===== src/rtl/pf_pkg.sv =====
// Shared widths, entry layout and magnitude mapping for the peak finder.
// Assumes a 2-bit range code above a 10-bit value; each range step is x8.
package pf_pkg;
    localparam int RANGE_W    = 2;
    localparam int VAL_W      = 10;
    localparam int WORD_W     = RANGE_W + VAL_W;
    localparam int SHIFT_STEP = 3;
    localparam int MAG_W      = VAL_W + SHIFT_STEP * ((1 << RANGE_W) - 1);
    localparam int TIME_W     = 6;
    localparam int ENTRY_W    = TIME_W + WORD_W;

    typedef struct packed {
        logic [TIME_W-1:0] ptime;
        logic [WORD_W-1:0] word;
    } pf_entry_t;

    // Map a range-coded word onto one common magnitude scale.
    function automatic logic [MAG_W-1:0] pf_linearize(input logic [WORD_W-1:0] w);
        logic [MAG_W-1:0] m;
        m = MAG_W'(w[VAL_W-1:0]);
        return m << (SHIFT_STEP * int'(w[WORD_W-1:VAL_W]));
    endfunction
endpackage


===== src/rtl/pf_window.sv =====
// Trigger-aligned search window: tracks the largest sample and its index.
// Assumes one sample per clock and WIN_LEN >= 2. The trigger-cycle sample
// is index 0. done pulses for one cycle after the last sample, while the
// pk_* outputs hold the result of the window that just closed.
module pf_window
    import pf_pkg::*;
#(
    parameter int WIN_LEN = 62
) (
    input  logic              clk,
    input  logic              rst_n,
    input  logic [WORD_W-1:0] smp,
    input  logic              trig,
    output logic              win_open,
    output logic              done,
    output logic [WORD_W-1:0] pk_word,
    output logic [MAG_W-1:0]  pk_mag,
    output logic [TIME_W-1:0] pk_time,
    output logic              miss
);
    localparam int CNT_W = $clog2(WIN_LEN + 1);
    localparam int TMAX  = (1 << TIME_W) - 1;

    logic [CNT_W-1:0]  idx;
    logic [MAG_W-1:0]  smp_mag;
    logic [TIME_W-1:0] idx_sat;

    // Magnitude of the incoming sample and the saturated index stamp.
    always_comb begin
        smp_mag = pf_linearize(smp);
        if (int'(idx) > TMAX) idx_sat = TIME_W'(TMAX);
        else                  idx_sat = TIME_W'(idx);
    end

    // Window sequencing, running maximum and miss flag.
    always_ff @(posedge clk) begin
        if (!rst_n) begin
            win_open <= 1'b0;
            done     <= 1'b0;
            idx      <= '0;
            pk_word  <= '0;
            pk_mag   <= '0;
            pk_time  <= '0;
            miss     <= 1'b0;
        end else begin
            done <= 1'b0;
            if (!win_open) begin
                if (trig) begin
                    win_open <= 1'b1;
                    idx      <= CNT_W'(1);
                    pk_word  <= smp;
                    pk_mag   <= smp_mag;
                    pk_time  <= '0;
                end
            end else begin
                if (trig) miss <= 1'b1;
                if (smp_mag > pk_mag) begin
                    pk_word <= smp;
                    pk_mag  <= smp_mag;
                    pk_time <= idx_sat;
                end
                idx <= idx + 1'b1;
                if (idx == CNT_W'(WIN_LEN - 1)) begin
                    win_open <= 1'b0;
                    done     <= 1'b1;
                end
            end
        end
    end
endmodule


===== src/rtl/pf_event_fifo.sv =====
// Show-ahead event buffer. Assumes DEPTH is a power of two.
// A write while full succeeds only if a read happens in the same cycle.
// wr_drop flags a write request that was refused.
module pf_event_fifo #(
    parameter int DEPTH = 4,
    parameter int W     = 18
) (
    input  logic         clk,
    input  logic         rst_n,
    input  logic         wr_en,
    input  logic [W-1:0] wr_data,
    input  logic         rd_en,
    output logic [W-1:0] rd_data,
    output logic         empty,
    output logic         full,
    output logic         wr_drop
);
    localparam int AW = $clog2(DEPTH);

    logic [W-1:0] mem [DEPTH];
    logic [AW:0]  wp, rp;
    logic         do_rd, do_wr;

    // Status and accepted-operation decode.
    always_comb begin
        empty   = (wp == rp);
        full    = (wp[AW] != rp[AW]) && (wp[AW-1:0] == rp[AW-1:0]);
        do_rd   = rd_en && !empty;
        do_wr   = wr_en && (!full || do_rd);
        wr_drop = wr_en && !do_wr;
        rd_data = mem[rp[AW-1:0]];
    end

    // Pointer update.
    always_ff @(posedge clk) begin
        if (!rst_n) begin
            wp <= '0;
            rp <= '0;
        end else begin
            if (do_wr) wp <= wp + 1'b1;
            if (do_rd) rp <= rp + 1'b1;
        end
    end

    // Storage write.
    always_ff @(posedge clk) begin
        if (do_wr) mem[wp[AW-1:0]] <= wr_data;
    end
endmodule


===== src/rtl/trig_peak_finder.sv =====
// Top: windowed peak search, threshold qualification and event buffering.
// Assumes a continuous sample stream already delayed to line up with the
// trigger. Both sticky flags clear only on reset.
module trig_peak_finder
    import pf_pkg::*;
#(
    parameter int WIN_LEN    = 62,
    parameter int FIFO_DEPTH = 4
) (
    input  logic               clk,
    input  logic               rst_n,
    input  logic [WORD_W-1:0]  smp_in,
    input  logic               l1_trig,
    input  logic [MAG_W-1:0]   thresh,
    input  logic               rd_en,
    output logic [ENTRY_W-1:0] rd_data,
    output logic               buf_empty,
    output logic               buf_full,
    output logic               trig_miss,
    output logic               buf_overflow
);
    logic              win_open, win_done, cm_req, wr_drop;
    logic [WORD_W-1:0] pk_word;
    logic [MAG_W-1:0]  pk_mag;
    logic [TIME_W-1:0] pk_time;
    pf_entry_t         entry;

    pf_window #(.WIN_LEN(WIN_LEN)) u_win (
        .clk      (clk),
        .rst_n    (rst_n),
        .smp      (smp_in),
        .trig     (l1_trig),
        .win_open (win_open),
        .done     (win_done),
        .pk_word  (pk_word),
        .pk_mag   (pk_mag),
        .pk_time  (pk_time),
        .miss     (trig_miss)
    );

    // Qualify the closed window against the threshold and pack the entry.
    always_comb begin
        cm_req      = win_done && (pk_mag > thresh);
        entry.ptime = pk_time;
        entry.word  = pk_word;
    end

    pf_event_fifo #(.DEPTH(FIFO_DEPTH), .W(ENTRY_W)) u_fifo (
        .clk     (clk),
        .rst_n   (rst_n),
        .wr_en   (cm_req),
        .wr_data (entry),
        .rd_en   (rd_en),
        .rd_data (rd_data),
        .empty   (buf_empty),
        .full    (buf_full),
        .wr_drop (wr_drop)
    );

    // Sticky record of entries lost to a full buffer.
    always_ff @(posedge clk) begin
        if (!rst_n)       buf_overflow <= 1'b0;
        else if (wr_drop) buf_overflow <= 1'b1;
    end
endmodule


===== config.mk =====
export PLATFORM = sky130hd
export DESIGN_NAME = trig_peak_finder
export DESIGN_NICKNAME = d
export VERILOG_FILES = /design/src/rtl/pf_pkg.sv /design/src/rtl/pf_window.sv /design/src/rtl/pf_event_fifo.sv /design/src/rtl/trig_peak_finder.sv
export SDC_FILE = /design/constraint.sdc
export NUM_CORES = 1
export LEC_CHECK = 0
export ABC_AREA = 1
export BUFFER_PORTS_ARGS = -buffer_cell sky130_fd_sc_hd__buf_2
export CAP_MARGIN = 20
export CORE_MARGIN = 2
export CORE_UTILIZATION = 67
export CTS_BUF_LIST = sky130_fd_sc_hd__clkbuf_4
export CTS_CLUSTER_DIAMETER = 50
export DETAILED_ROUTE_END_ITERATION = 7
export PLACE_DENSITY = 0.95
export SYNTH_ARGS = -nofsm -noshare
export SYNTH_HDL_FRONTEND = slang
export SYNTH_SLANG_ARGS = --single-unit

===== constraint.sdc =====
create_clock -name clk -period 5.7 [get_ports clk]
set_clock_uncertainty 0.05 [all_clocks]
set_input_delay 1.14 -clock clk [delete_from_list [all_inputs] [get_ports clk]]
set_output_delay 1.14 -clock clk [all_outputs]
set_load 0.02 [all_outputs]

Yosys cells after proc, flatten, opt, wreduce, memory -nomap -nowiden
Memories as Yosys holds them, arrays and structs flattened. A register that Yosys moved wholly into a read port is not among the register bits.
Cells that the tools add are included.

storage, ports and cells
  register bits after elaboration = 53
  memories kept = 1
  input bits = 35
  RAM bits = 72

operators by class
  add/sub/neg operators = 3
  reductions and logical operators = 13
  $lt $le $gt $ge = 2
  mux-type cells = 19
  shift operators = 1
  $mul = 1
  eq/ne operators = 5

memory list
  memory      depth  width  read ports  clocked after Yosys merged registers in  wr ports  RTL line             text
  u_fifo.mem  4      18     1           1                                        1         pf_event_fifo.sv:20  logic [W-1:0] mem [DEPTH];

operator list
  kind                                              count
  two-way mux 19 bit                                3
  > comparator 19 bit                               2
  two-way mux 12 bit                                3
  left shift 10 x 32 -> 19 bit                      1
  two-way mux 6 bit                                 5
  adder 3 x 1 -> 3 bit (second input constant)      2
  adder 6 x 1 -> 6 bit (second input constant)      1
  equality test 6 bit (second input constant)       1
  two-way mux 1 bit                                 6
  AND reduction 2 bit                               3
  logical AND 1 bit                                 5
  multiplier 2 x 2 -> 4 bit (first input constant)  1
  two-way mux 2 bit                                 2
  equality test 3 bit                               1
  zero test 1 bit                                   3
  equality test 2 bit                               1
  != test 2 bit (second input constant)             1
  nonzero test 2 bit                                1
  logical OR 1 bit                                  1
  != test 1 bit                                     1

Longest topological paths before layout
Gate-level depths: netlist (run 1).

  depth after elaboration = 7
  depth in mapped cells = 24
  mapped depth without buffers = 22

Modules after synthesis
A second synthesis (run 1) with hierarchy kept.

unflattened totals
  cell total of the unflattened synthesis = 829
  area total of the unflattened synthesis = 6,859.1 um2

by module, submodules not included
  module            cells an instance  area each (um2)  instances  sequential area each (um2)
  pf_event_fifo     242                3,130.5          1          2,322.2
  pf_window         483                3,103.0          1          920.9
  trig_peak_finder  104                625.6            1          20.0

Worst setup path after synthesis (run 1)
Ideal clock, no wire load.

  kind = input -> register
  start = input smp_in[10]
  end = register u_win.pk_mag[0]
  arrival = 3.750 ns
  slack = 1.789 ns
  buffers on the path = 3
  cell stages on the path = 22
  data required time = 5.538 ns
  library setup time = 0.112 ns
  cells stage by stage = inv_1 buf_2 ha_1 inv_1 clkbuf_1 nand2_1 nand3_1 o21ai_0 a21oi_1 inv_1 ha_1 nand2_1 inv_1 nand2_1 nand2_1 a21oi_1 nand3_4 nand2_4 nand2_8 buf_12 nor2_2 nor2_1

between the ends
  longest elaborated chain between the ends = 5
  elaborated cells between the ends (all ways) = 8
  classes of those cells = mul: 1; order compare: 1; eq/ne: 1; shift: 1; mux: 3; reduce/logical: 1

RTL lines
  what                                  RTL line                text
  start: declaration                    trig_peak_finder.sv:12  input logic [WORD_W-1:0] smp_in,
  multiplier 2 x 2 -> 4 bit             pf_pkg.sv:21            return m << (SHIFT_STEP * int'(w[WORD_W-1:VAL_W]));
  left shift 10 x 32 -> 19 bit          pf_pkg.sv:21
  via u_win.smp_mag[14]                 pf_window.sv:25         logic [MAG_W-1:0] smp_mag;
  > comparator 19 bit                   pf_window.sv:57         if (smp_mag > pk_mag) begin
  != test 2 bit (no source line)        n/a
  AND reduction 2 bit (no source line)  n/a
  end signal: assignment                pf_window.sv:52         pk_mag <= smp_mag;
  end signal: assignment                pf_window.sv:59         pk_mag <= smp_mag;
  end: declaration                      pf_window.sv:17         output logic [MAG_W-1:0] pk_mag,

The timed path passes the listed nets, and every way through them passes these cells. The select of a mux whose other input is x is not followed.
A chain may end at the register's enable or synchronous reset.

Final worst setup path (run 1)
  start = input smp_in[10]
  end = register u_win.pk_mag[9]

Same word-level chain as after synthesis.

==> results.json, run 1 <==
{
  "run_status": "finished clean",
  "syn_nets": 884,
  "top_usage_layer": "met2",
  "layout_common_cells": "nand2_1 (164), nor2_1 (108), inv_1 (95)",
  "worstHoldPathType": "flip-flop to flip-flop",
  "layout.cells.most_common": "nand2_1",
  "worst_setup_path_end_kind": "flip-flop",
  "routedWlPerCell_um": 14.5,
  "gp_congestion": 0.890,
  "synth_edf_count": 72,
  "dp.cells": 959,
  "place_worst_setup_slack_ns": 0.892,
  "grt_antenna_before_repair": 0,
  "worst_ir_drop_vdd_mv": 0.131,
  "grt_pass1_wl_um": 23600,
  "track_usage_pct": 27.4,
  "grtUsageMet2_pct": 50.0,
  "postSynthCellCount": 802,
  "critical-path-slowest-cell": "ha_1",
  "fin_setup_tns_ns": 0,
  "global_route.usage.met1_pct": 31.6,
  "fin_hold_ws_ns": 0.417,
  "cap_violations": 0,
  "relSlewSlack_pct": 36.7,
  "max_freq_mhz": 227,
  "cts_max_path_buffers": 2,
  "critPathMaxFanout": 51,
  "clock_tree_from_tritoncts": "yes",
  "total_of_buffers_placed_on_input_and_output_ports": 56,
  "cp_data_required_time_ns": 6.12,
  "initial_utilization_pct": 68.8,
  "area_delta_synth_final_pct": 8.47,
  "post_synth.cell_area_avg_um2": 8.34,
  "final_min_period_over_clock_period_pct": 77.4,
  "timing.final.max_slew_violations": 0,
  "cts.reportedPaths.clkPinSlew_ns": 0.12,
  "p_leak_nw": 3.35,
  "final_hold_violating_endpoints": 0,
  "max_slew.worst_pin.slew_ns": 0.948,
  "final_layout_size_suffix_gt1_share_pct": 12.8,
  "setup_viol_count_final": 0,
  "unrepaired_setup_endpoints_after_global_routing": "no",
  "post-route-drc-count": 0,
  "ys_seq_area_share_pct": 48.8,
  "fp.dieW_um": 104,
  "routed_wl_um": 14400,
  "minimum_period_implied_by_the_final_worst_setup_slack_ns": 4.41,
  "fp.dieH_um": 104,
  "synth_cell_types": 38,
  "grt_start_max_net_pins": 56,
  "yosysWarnings": 0,
  "detailedRoute.firstIterationViolations": 432,
  "avgViaCountPerCell": 5.55,
  "root_buffer": "clkbuf_4",
  "smallest_setup_slack_after_layout_ns": 1.29,
  "hpwl_um": 9910,
  "worstSkewPairLatency_ns": 0.53,
  "die_area_um2": 10800,
  "postCtsSetupRepairBufs": 0,
  "floorplan.rows": 36,
  "timing.setup.critical_path_class": "primary input to flip-flop",
  "data_arrival_time_of_the_worst_path_ns": 4.83,
  "dominantRegCellSynth": "edfxtp_1",
  "cts_htree_levels": 4,
  "numCtsBuffers": 17,
  "drt_first_pass_iters": 5,
  "cts_resized": 0,
  "n_antenna_cell": 0,
  "path_delay_family": "simple AND/OR/NAND/NOR gates",
  "io_pins": 57,
  "postSynthRegisterBits": 127,
  "cts_hold_buf": 0,
  "clock_sinks": 127,
  "groute.layer.met3.usage_pct": 5.51,
  "vias_in_the_first_global_route": 5192,
  "path_buf_inv": 4,
  "max_stage_delay_ns": 0.51,
  "routed_antenna_nets": 0,
  "grt.overflow.total": 0,
  "synthArstFlopShare_pct": 0,
  "core_region_area_um2": 9730,
  "power-per-cell-area_nw_per_um2": 285,
  "layoutNonFillerInstCount": 991,
  "nNetsFinal": 927,
  "synth_area_um2": 6690,
  "dr_total_vias": 5500,
  "setup.worst_path.start_class": "primary input",
  "timing.critical_path.cells": "buf_2 > inv_1 > ha_1 > inv_1 > nor2_1 > inv_1 > nor2_1 > nor2_1 > a31oi_1 > ha_1 > nand2_1 > a21oi_1 > nor2_1 > nand2_1 > nand2_1 > nand3_4 > nand2_4 > nand2_8 > nand2_1 > nand2_1 > nor2_1"
}
-- state kept, by name (all words and copies together) (netlist names), named ones only --
| register | count |
|---|---|
| u_win.miss | 1 |
| u_win.pk_mag | 19 |
| u_fifo.mem | 72 |
| u_win.pk_time | 6 |
| u_fifo.rp | 3 |
| u_win.pk_word | 12 |
| buf_overflow | 1 |
| u_fifo.wp | 3 |
| u_win.idx | 6 |
| u_win.win_open | 1 |
| u_win.done | 1 |
-- power breakdown --
part / leakage [nW] / switching [mW] / internal [mW] / total (mW)
Sequential: 1.14 / 0.0375 / 1.01 / 1.04
Combinational: 2.07 / 0.270 / 0.150 / 0.420
Clock: 0.142 / 0.343 / 0.263 / 0.606
Total: 3.35 / 0.651 / 1.42 / 2.07
-- worst reg2reg max path: stages (launching register included) --
cell and delay [ns]:
dfxtp_1 0.37, ha_1 0.32, nand2_1 0.08, nor2_1 0.16, inv_1 0.06, nor2_1 0.14
nand4_1 0.10, nand3_1 0.20, nand3_1 0.15, inv_1 0.63
-- worst paths after layout --
kind,to,cells after the start,slack (ns),start
min,buf_overflow,2,0.42,buf_overflow
min reg2reg,buf_overflow,2,0.42,buf_overflow
max reg2reg,u_fifo.mem[3][11],9,3.07,u_win.pk_mag[14]
max,u_win.pk_mag[9],21,1.29,smp_in[10]
-- metrics by stage --
step	instance area (um^2)	util, %	total power, mW
after floorplan	6690	-	1.38
after global placement	6980	71.7	1.46
after global routing	7260	74.6	2.18
after detailed placement	6980	71.7	1.47
after CTS	7260	74.6	2.07
final	7260	74.6	2.07
-- logic make-up (layout without fill, tap and decap cells) --
group	after synthesis	count (layout)	synth area share, %
AOI/OAI and AO/OA	135	135	10.8
xor gates and xnor gates	3	3	0.393
adders and majority gates	47	47	8.79
buffers and inverters	133	189	8.26
DFF	127	127	48.8
and+or+nand+nor	357	357	23.0
-- layer usage --
metal	wire, um	up-vias
met5	0	-
met4	353	0
met3	856	43
met2	7350	227
met1	5820	2491
li1	-	2739
-- Yosys cell counts (2+ instances only) --
| library cell | n | area share (%) |
|---|---|---|
| a21o_1 | 2 | 0.22 |
| a21oi_1 | 51 | 3.8 |
| and2_1 | 2 | 0.19 |
| buf_1 | 3 | 0.17 |
| buf_2 | 6 | 0.45 |
| buf_4 | 2 | 0.22 |
| buf_6 | 3 | 0.50 |
| clkbuf_1 | 21 | 1.2 |
| dfxtp_1 | 55 | 16 |
| edfxtp_1 | 72 | 32 |
| ha_1 | 47 | 8.8 |
| inv_1 | 95 | 5.3 |
| nand2_1 | 164 | 9.2 |
| nand3_1 | 42 | 3.1 |
| nand3b_1 | 12 | 1.3 |
| nand4_1 | 6 | 0.56 |
| nor2_1 | 108 | 6.1 |
| nor2_2 | 11 | 1.0 |
| nor3_1 | 3 | 0.22 |
| o21ai_0 | 51 | 3.8 |
| o21ai_1 | 6 | 0.45 |
| o22ai_1 | 19 | 1.8 |
| or2_1 | 3 | 0.28 |
| or2_2 | 3 | 0.28 |
| xnor2_1 | 2 | 0.26 |
-- final cells by class --
cell class                      instances  area (um^2)
Tap cell                              133          166
Sequential cell                       127         3260
Inverter                               97          364
Fill cell                             716         2470
Multi-Input combinational cell        542         2880
Clock buffer                           18          135
Clock inverter                         14          144
Timing Repair Buffer                   60          310
(Power assumes the default switching activity.)
==> inputs of run 2 (changes only) <==
--- a/config.mk
+++ b/config.mk
@@ -9,11 +9,11 @@
 export BUFFER_PORTS_ARGS = -buffer_cell sky130_fd_sc_hd__buf_2
 export CAP_MARGIN = 20
 export CORE_MARGIN = 2
-export CORE_UTILIZATION = 67
+export CORE_UTILIZATION = 62
 export CTS_BUF_LIST = sky130_fd_sc_hd__clkbuf_4
 export CTS_CLUSTER_DIAMETER = 50
 export DETAILED_ROUTE_END_ITERATION = 7
-export PLACE_DENSITY = 0.95
+export PLACE_DENSITY = 0.91
 export SYNTH_ARGS = -nofsm -noshare
 export SYNTH_HDL_FRONTEND = slang
 export SYNTH_SLANG_ARGS = --single-unit
==> constraint.sdc (replaced) <==
create_clock -name clk -period 4.45 [get_ports clk]
set_clock_uncertainty 0.05 [all_clocks]
set_input_delay 0.89 -clock clk [delete_from_list [all_inputs] [get_ports clk]]
set_output_delay 0.89 -clock clk [all_outputs]
set_load 0.02 [all_outputs]
==> run 2 against run 1 <==
Net effect:
- clock-buffer cell count decreased by 1
- cell area increased by 0.48%
- first-iteration DRC count decreased by 1.6%
- non-clock buffer count increased by 5
- global-route usage decreased by 2.7 points
- register-to-register slack got worse by 1.3 ns
- sequential power increased by 29%
- largest cell class unchanged
==> results.json, run 2 (synthesized netlist as in run 1, its figures left out) <==
{
  "worstHoldPathType": "flip-flop to flip-flop",
  "max_stage_delay_ns": 0.81,
  "timing.final.max_slew_violations": 0,
  "final_layout_size_suffix_gt1_share_pct": 13.4,
  "total_of_buffers_placed_on_input_and_output_ports": 56,
  "timing.critical_path.cells": "buf_4 > clkinv_1 > o21ai_0 > o22ai_1 > buf_2",
  "largest_register_ffs": 72,
  "minimum_period_implied_by_the_final_worst_setup_slack_ns": 3.78,
  "floorplan.rows": 37,
  "cts_resized": 0,
  "final_hold_violating_endpoints": 0,
  "total_power_mw": 2.62,
  "grt_pass1_wl_um": 22300,
  "vias_in_the_first_global_route": 4946,
  "grt_antenna_before_repair": 0,
  "die_area_um2": 11600,
  "place_worst_setup_slack_ns": 0.176,
  "critical-path-slowest-cell": "clkinv_1",
  "p_leak_nw": 3.35,
  "layout_common_cells": "nand2_1 (164), nor2_1 (108), inv_1 (95)",
  "dp.cells": 967,
  "power-per-cell-area_nw_per_um2": 360,
  "path_buf_inv": 3,
  "fin_setup_tns_ns": 0,
  "path_delay_family": "buffers and inverters",
  "relSlewSlack_pct": 36.3,
  "avgViaCountPerCell": 5.35,
  "worst_ir_drop_vdd_mv": 0.167,
  "cts.reportedPaths.clkPinSlew_ns": 0.13,
  "nNetsFinal": 932,
  "final_min_period_over_clock_period_pct": 85.0,
  "cp_data_required_time_ns": 3.51,
  "unrepaired_setup_endpoints_after_global_routing": "no",
  "detailedRoute.firstIterationViolations": 425,
  "worstSkewPairLatency_ns": 0.54,
  "fp.dieH_um": 108,
  "cts_hold_buf": 0,
  "run_status": "finished clean",
  "root_buffer": "clkbuf_4",
  "track_usage_pct": 24.6,
  "smallest_setup_slack_after_layout_ns": 0.666,
  "drt_first_pass_iters": 5,
  "routed_antenna_nets": 0,
  "core_region_area_um2": 10400,
  "io_pins": 57,
  "hpwl_um": 9430,
  "timing.setup.critical_path_class": "flip-flop to output pin",
  "setup_viol_count_final": 0,
  "routed_wl_um": 13500,
  "max_freq_mhz": 264,
  "data_arrival_time_of_the_worst_path_ns": 2.84,
  "numCtsBuffers": 17,
  "n_antenna_cell": 0,
  "max_slew.worst_pin.slew_ns": 0.954,
  "clock_sinks": 127,
  "cap_violations": 0,
  "post-route-drc-count": 0,
  "layoutNonFillerInstCount": 999,
  "fp.dieW_um": 108,
  "fin_hold_ws_ns": 0.412,
  "initial_utilization_pct": 64.3,
  "critPathMaxFanout": 37,
  "cts_max_path_buffers": 2,
  "dr_total_vias": 5348,
  "layout.cells.most_common": "nand2_1",
  "setup.worst_path.start_class": "flip-flop",
  "grt.overflow.total": 0,
  "routedWlPerCell_um": 13.5,
  "gp_congestion": 0.949,
  "worst_setup_path_end_kind": "output pin",
  "area_delta_synth_final_pct": 8.99,
  "cts_htree_levels": 4,
  "clock_tree_from_tritoncts": "yes",
  "grt_start_max_net_pins": 56,
  "postCtsSetupRepairBufs": 0
}
run 2: changes by cell type in the layout (fill, tap and decap cells not counted):
cell | before | now
clkbuf_4 | 18 | 17
clkinv_4 | 3 | 1
clkinv_1 | 2 | 1
clkinvlp_4 | 4 | 3
inv_6 | 1 | 6
clkinv_2 | 3 | 0
bufinv_16 | 2 | 0
inv_8 | 0 | 4
buf_4 | 4 | 9
clkinv_8 | 0 | 1
run 2: layout make-up:
type	count	area (um^2)
Tap cell	136	170
Clock buffer	17	128
Timing Repair Buffer	65	348
Sequential cell	127	3260
Fill cell	815	3120
Inverter	97	364
Multi-Input combinational cell	542	2880
Clock inverter	15	145
run 2: final timing paths:
| kind | from | to | slack [ns] | cells after the start |
|---|---|---|---|---|
| min reg2reg | buf_overflow | buf_overflow | 0.41 | 2 |
| max reg2reg | u_win.pk_mag[18] | u_fifo.mem[3][6] | 1.81 | 9 |
| max | flip-flop | rd_data[16] | 0.67 | 5 |
| min | buf_overflow | buf_overflow | 0.41 | 2 |
run 2: worst register-to-register path: stages (launching register included):
cell and delay [ns]:
dfxtp_1 0.34, ha_1 0.29, nand2_1 0.07, nor2_1 0.19, nand2_1 0.11, nor2_1 0.16, nand4_1 0.10, nand3_1 0.21
nand3_1 0.15, inv_1 0.61
run 2: per-stage QoR:
| step | instance area, um^2 | utilization, % |
|---|---|---|
| detailed placement | 7020 | 67.4 |
| global placement | 7020 | 67.4 |
| finish | 7290 | 70.0 |
| CTS | 7290 | 70.0 |
| floorplan | 6690 | - |
| global route | 7290 | 70.0 |
run 2: where the power goes:
part | switching [mW] | internal (mW) | leakage [nW]
Clock | 0.502 | 0.250 | 0.141
Sequential | 0.0472 | 1.29 | 1.12
Combinational | 0.340 | 0.195 | 2.08
Total | 0.889 | 1.73 | 3.35
run 2: metal layers:
metal | vias up | GRT usage [%] | part of all wire (%)
met5 | - | 0 | 0
met2 | 167 | 42.2 | 48
met4 | 0 | 9.62 | 2.2
met1 | 2396 | 29.9 | 44
li1 | 2753 | - | -
met3 | 32 | 5.99 | 5.6
